[src/rtl/spi_byte_pkg.sv]
package spi_byte_pkg;

    localparam int REG_AW = 3;
    localparam int REG_DW = 8;

    localparam logic [REG_AW-1:0] OFS_MODE = 3'd0;
    localparam logic [REG_AW-1:0] OFS_RXD  = 3'd1;
    localparam logic [REG_AW-1:0] OFS_TXD  = 3'd2;
    localparam logic [REG_AW-1:0] OFS_CTRL = 3'd3;
    localparam logic [REG_AW-1:0] OFS_STAT = 3'd4;
    localparam logic [REG_AW-1:0] OFS_DIV  = 3'd6;

    // Field order fixes the bit weights: lead_cap=0x10 ... loopback=0x01
    typedef struct packed {
        logic lead_cap;
        logic enable;
        logic lsb_first;
        logic idle_hi;
        logic loopback;
    } mode_t;

    localparam int MODE_W = $bits(mode_t);

    typedef enum logic [1:0] {
        ST_IDLE,
        ST_SHIFT,
        ST_LINGER
    } eng_state_t;

endpackage

[src/rtl/spi_sck_divider.sv]
module spi_sck_divider #(
    parameter int DIV_W = 8
) (
    input  logic             clk,
    input  logic             rst,
    input  logic             run,
    input  logic [DIV_W-1:0] div,
    output logic             tick
);
    localparam int CNT_W = DIV_W + 1;

    logic [CNT_W-1:0] cnt_q;
    logic [CNT_W-1:0] limit;

    // one SCK half period lasts 2*(div+1) bus clocks
    assign limit = {div, 1'b1};
    assign tick  = run && (cnt_q == limit);

    always_ff @(posedge clk) begin
        if (rst || !run || tick) begin
            cnt_q <= '0;
        end else begin
            cnt_q <= cnt_q + 1'b1;
        end
    end
endmodule

[src/rtl/spi_shift_engine.sv]
module spi_shift_engine
    import spi_byte_pkg::*;
#(
    parameter int DW = 8
) (
    input  logic          clk,
    input  logic          rst,
    input  logic          start,
    input  mode_t         cfg_in,
    input  logic [DW-1:0] tx_byte,
    input  logic          tick,
    input  logic          miso,
    output logic          busy,
    output logic          shifting,
    output logic          done,
    output logic [DW-1:0] rx_byte,
    output logic          sck,
    output logic          mosi
);
    localparam int EW = $clog2(2 * DW);
    localparam logic [EW-1:0] LAST_EDGE = EW'(2 * DW - 1);

    eng_state_t    state_q;
    logic          lead_q, lsb_q, hi_q, loop_q;
    logic [DW-1:0] tx_sh, rx_sh;
    logic [EW-1:0] edge_q;
    logic          sck_q;

    logic          leading, capture, launch, in_bit, accept;
    logic [DW-1:0] tx_ord, rx_next, rx_ord;

    assign accept  = start && cfg_in.enable && (state_q == ST_IDLE);
    assign leading = ~edge_q[0];
    assign capture = lead_q ? leading : ~leading;
    assign launch  = ~capture;
    assign in_bit  = loop_q ? tx_sh[DW-1] : miso;
    assign rx_next = capture ? {rx_sh[DW-2:0], in_bit} : rx_sh;

    generate
        for (genvar i = 0; i < DW; i++) begin : g_order
            assign tx_ord[i] = cfg_in.lsb_first ? tx_byte[DW-1-i] : tx_byte[i];
            assign rx_ord[i] = lsb_q ? rx_next[DW-1-i] : rx_next[i];
        end
    endgenerate

    always_ff @(posedge clk) begin
        if (rst) begin
            state_q <= ST_IDLE;
            lead_q  <= 1'b0;
            lsb_q   <= 1'b0;
            hi_q    <= 1'b0;
            loop_q  <= 1'b0;
            tx_sh   <= '0;
            rx_sh   <= '0;
            edge_q  <= '0;
            sck_q   <= 1'b0;
        end else begin
            case (state_q)
                ST_IDLE: begin
                    if (accept) begin
                        state_q <= ST_SHIFT;
                        lead_q  <= cfg_in.lead_cap;
                        lsb_q   <= cfg_in.lsb_first;
                        hi_q    <= cfg_in.idle_hi;
                        loop_q  <= cfg_in.loopback;
                        tx_sh   <= tx_ord;
                        rx_sh   <= '0;
                        edge_q  <= '0;
                        sck_q   <= 1'b0;
                    end
                end
                ST_SHIFT: begin
                    if (tick) begin
                        sck_q  <= ~sck_q;
                        rx_sh  <= rx_next;
                        edge_q <= edge_q + 1'b1;
                        // first leading edge never launches: bit 0 is already out
                        if (launch && !(leading && edge_q == '0)) begin
                            tx_sh <= {tx_sh[DW-2:0], 1'b0};
                        end
                        if (edge_q == LAST_EDGE) begin
                            state_q <= ST_LINGER;
                        end
                    end
                end
                default: state_q <= ST_IDLE;
            endcase
        end
    end

    assign busy     = (state_q != ST_IDLE);
    assign shifting = (state_q == ST_SHIFT);
    assign done     = shifting && tick && (edge_q == LAST_EDGE);
    assign rx_byte  = rx_ord;
    assign sck      = ((state_q == ST_IDLE) ? cfg_in.idle_hi : hi_q) ^ sck_q;
    assign mosi     = tx_sh[DW-1];
endmodule

[src/rtl/spi_byte_master.sv]
module spi_byte_master
    import spi_byte_pkg::*;
#(
    parameter int DIV_W = 8
) (
    input  logic              clk,
    input  logic              rst,
    input  logic [REG_AW-1:0] reg_addr,
    input  logic              reg_wr,
    input  logic [REG_DW-1:0] reg_wdata,
    input  logic              reg_rd,
    output logic [REG_DW-1:0] reg_rdata,
    output logic              irq,
    output logic              sck,
    output logic              mosi,
    input  logic              miso
);
    mode_t             mode_q;
    logic [REG_DW-1:0] tx_q, rx_q;
    logic [DIV_W-1:0]  div_q;
    logic              rdy_q;

    logic              start_req, busy_w, shifting_w, done_w, tick_w;
    logic [REG_DW-1:0] rx_w;

    assign start_req = reg_wr && (reg_addr == OFS_CTRL) && reg_wdata[0];

    spi_sck_divider #(.DIV_W(DIV_W)) u_div (
        .clk  (clk),
        .rst  (rst),
        .run  (shifting_w),
        .div  (div_q),
        .tick (tick_w)
    );

    spi_shift_engine #(.DW(REG_DW)) u_eng (
        .clk      (clk),
        .rst      (rst),
        .start    (start_req),
        .cfg_in   (mode_q),
        .tx_byte  (tx_q),
        .tick     (tick_w),
        .miso     (miso),
        .busy     (busy_w),
        .shifting (shifting_w),
        .done     (done_w),
        .rx_byte  (rx_w),
        .sck      (sck),
        .mosi     (mosi)
    );

    always_ff @(posedge clk) begin
        if (rst) begin
            mode_q <= '0;
            tx_q   <= '0;
            div_q  <= '0;
        end else if (reg_wr) begin
            case (reg_addr)
                OFS_MODE: mode_q <= mode_t'(reg_wdata[MODE_W-1:0]);
                OFS_TXD:  tx_q   <= reg_wdata;
                OFS_DIV:  div_q  <= reg_wdata[DIV_W-1:0];
                default: ;
            endcase
        end
    end

    always_ff @(posedge clk) begin
        if (rst) begin
            rx_q  <= '0;
            rdy_q <= 1'b0;
        end else if (done_w) begin
            rx_q  <= rx_w;
            rdy_q <= 1'b1;
        end else if (reg_rd && reg_addr == OFS_RXD) begin
            rdy_q <= 1'b0;
        end
    end

    always_comb begin
        reg_rdata = '0;
        case (reg_addr)
            OFS_MODE: reg_rdata = REG_DW'(mode_q);
            OFS_RXD:  reg_rdata = rx_q;
            OFS_TXD:  reg_rdata = tx_q;
            OFS_STAT: reg_rdata = {{(REG_DW-2){1'b0}}, busy_w, rdy_q};
            OFS_DIV:  reg_rdata = REG_DW'(div_q);
            default:  reg_rdata = '0;
        endcase
    end

    assign irq = rdy_q;
endmodule

[config.mk]
export PLATFORM = sky130hd
export DESIGN_NAME = spi_byte_master
export DESIGN_NICKNAME = d
export VERILOG_FILES = /design/src/rtl/spi_byte_pkg.sv /design/src/rtl/spi_sck_divider.sv /design/src/rtl/spi_shift_engine.sv /design/src/rtl/spi_byte_master.sv
export SDC_FILE = /design/constraint.sdc
export NUM_CORES = 1
export LEC_CHECK = 0
export BUFFER_PORTS_ARGS = -buffer_cell sky130_fd_sc_hd__buf_2
export CAP_MARGIN = 20
export CELL_PAD_IN_SITES_DETAIL_PLACEMENT = 1
export CELL_PAD_IN_SITES_GLOBAL_PLACEMENT = 2
export CORE_UTILIZATION = 40
export CTS_CLUSTER_SIZE = 20
export DETAILED_ROUTE_END_ITERATION = 10
export PLACE_DENSITY_LB_ADDON = 0.1
export SYNTH_ARGS = -nofsm -noshare
export SYNTH_HDL_FRONTEND = slang
export SYNTH_SLANG_ARGS = --single-unit
[constraint.sdc]
create_clock -name clk -period 4.4 [get_ports clk]
set_input_delay 0.44 -clock clk [delete_from_list [all_inputs] [get_ports clk]]
set_output_delay 0.44 -clock clk [all_outputs]
set_load 0.05 [all_outputs]
==> results.cfg <==
[cells_and_area]
mostFrequentLayoutCells = dfxtp_1 (66), nand2_1 (58), nor2_1 (53)
final_common_cell = dfxtp_1
fin_nets = 445
syn_to_final_growth_pct = 10.9
n_antenna_cell = 0
finalNonFillerCells = 538
fin_area_mm2 = 0.00395
layout-drive-gt1-share_pct = 15.1

[clocking]
clkTransAtPathRegs_ps = 80
worstSkewPairLatency_ps = 350
cts_tree = yes
clock_path_buffers = 2
cts_resized = 0
clock-root-buffer = clkbuf_8
cts_buffers = 9
htree_levels = 3
hold_buffers = 0
postCtsSetupRepairBufs = 0
cts.sinks = 66

[timing]
fin_skew_ps = 14.2
slew_headroom_pct = 42.3
finalCriticalPeriod_ps = 2490
tightestPinTransition_ps = 866
grt_setup_unrepaired = false
hold_violations = 0
setup_tns_ps = 0
setup_slack_ps = 1910
drv_slew = 0
fmax_ghz = 0.401
post-route-period-util_pct = 56.6
setup_viol = 0

[floorplan]
die_w_um = 96.3
start_util_pct = 41.0
io_pins = 27
core_area_mm2 = 0.00868
die-area_mm2 = 0.00927
die_h_um = 96.3
rows = 34

[detailed_routing]
wirelength_um = 9680
drc = 0
wl_per_cell_um = 18.0
drtAntennaViolNets = 0
routed_via_density = 5.50
drt_pre_antenna_iters = 4
vias = 2957
drtIter0Drc = 104

[setup_path]
worstPathArrival_ps = 2720
start_kind = flop
crit_required_ps = 4630
critical_path_class = flop to flop
cp_max_fo = 20
cp-end-kind = flop

[grt]
antenna_found_initial = 0
grt_max_degree = 54
grt_pass1_wl_um = 15500
grt_pass1_vias = 3001
grt_overflow = 0
grtUsageTotal_pct = 22.6

[power]
ir_worst_vdd_v = 0.000126
p_int_w = 0.000969
power.total_w = 0.00127
sequentialPowerShare_pct = 48.0
power_density_mw_per_mm2 = 321
p_leak_nw = 1.52
clock_power_share_pct = 46.9
switching_share_pct = 23.4
p_switching_w = 0.000296
pwr-share-comb_pct = 5.1

[placement]
post-place-ws_ps = 1920
place_inst = 523
port-buffer-count = 26
dp_hpwl_um = 6830
finalWeightedCongestion = 0.737
dpl_cell_area_mm2 = 0.00373

[synthesis]
synthesis.instances = 411
ys_seq_area_share_pct = 37.1
netlist_area_mm2 = 0.00356
synth_edf_count = 0
synth_fp_nets = 430
async_reset_ff_share_pct = 0
yosys.cell_types.count = 54
syn_avg_cell_area_um2 = 8.65
ys.flop_type = dfxtp_1
synth_seq_cells = 66
ys_warn_count = 0

[worst_hold_path]
hold_class = input pin to flop

[run]
drv_cap = 0

[run_status]
outcome = completed
[routing by layer]
metal / global-route usage (%) / share of wire [%] / up-vias
li1: - / - / 1468
met1: 29.4 / 49 / 1430
met2: 36.7 / 46 / 44
met3: 4.27 / 3.1 / 15
met4: 8.70 / 1.9 / 0
met5: 0 / 0 / -
[power groups by stage]
stage,registers (W),logic (W),clock network (W)
2_1_floorplan,0.000618,0.0000463,0
4_1_cts,0.000607,0.0000652,0.000608
3_5_place_dp,0.000621,0.0000649,0
5_1_grt,0.000607,0.0000714,0.000631
6_report,0.000607,0.0000646,0.000594
3_3_place_gp,0.000621,0.0000643,0
[worst paths after layout]
path / slack, ps / cells past startpoint / end / start
setup reg to reg: 1910 / 4 / rx_q[3] / u_eng.state_q[0]
setup / recovery: 1910 / 4 / rx_q[3] / u_eng.state_q[0]
hold reg to reg: 460 / 2 / u_eng.hi_q / u_eng.hi_q
hold / removal: 340 / 3 / div_q[5] / reg_wdata[5]
[cell usage after synthesis (all sizes together) (6+ instances only)]
cell type  count  area, um^2
o211ai         9        67.6
mux2          13         146
xor2          12         113
nor3           6        51.3
nor2b         12        75.1
and3           7        43.8
mux2i         35         350
nor2          54         205
o21ai         14        73.8
a21oi         18        90.1
clkbuf        11        41.3
a211oi         7        52.6
nand3         14        75.1
xnor2          7        61.3
nand2         58         218
dfxtp         66        1320
inv            6        22.5
buf           13        70.1
[stage by stage]
| stage | util (%) | hold WS, ps |
|---|---|---|
| after CTS | 45.5 | 334 |
| final | 45.5 | 338 |
| after detailed placement | 42.9 | 450 |
| after global placement | 42.9 | 441 |
| after floorplan | - | 431 |
| after global routing | 45.5 | 342 |
[cell type report]
cell class / count / area [um^2]
repair buffers: 28 / 145
clock buffers: 13 / 159
flip-flops and latches: 66 / 1320
clock inverters: 2 / 60.1
multi-input cells: 314 / 2100
fillers: 1040 / 4730
inverters: 7 / 26.3
well taps: 108 / 135
[kinds of logic (layout without fill, tap and decap cells)]
group	Yosys count	after routing	share of synthesized area (%)
muxes	52	52	16.9
adders and majority gates	3	3	1.06
DFF	66	66	37.1
xor gates and xnor gates	19	19	4.89
and+or+nand+nor	174	174	23.6
buffers and inverters	31	50	3.87
AOI/OAI and AO/OA	66	66	12.5
[critical path, stage by stage, from the launching register on]
cell	delay, ps
dfxtp_1	490
nand2b_1	520
nor3_4	620
nand3_2	370
mux2_2	370
[flip-flops by register name, indices dropped and copies added, names as in the netlist, 2 cells and up]
register / flops
u_eng.tx_sh: 8
div_q: 8
mode_q: 5
u_div.cnt_q: 9
u_eng.rx_sh: 8
rx_q: 8
u_eng.state_q: 2
tx_q: 8
u_eng.edge_q: 4
Power figures use the tool's default switching activity.
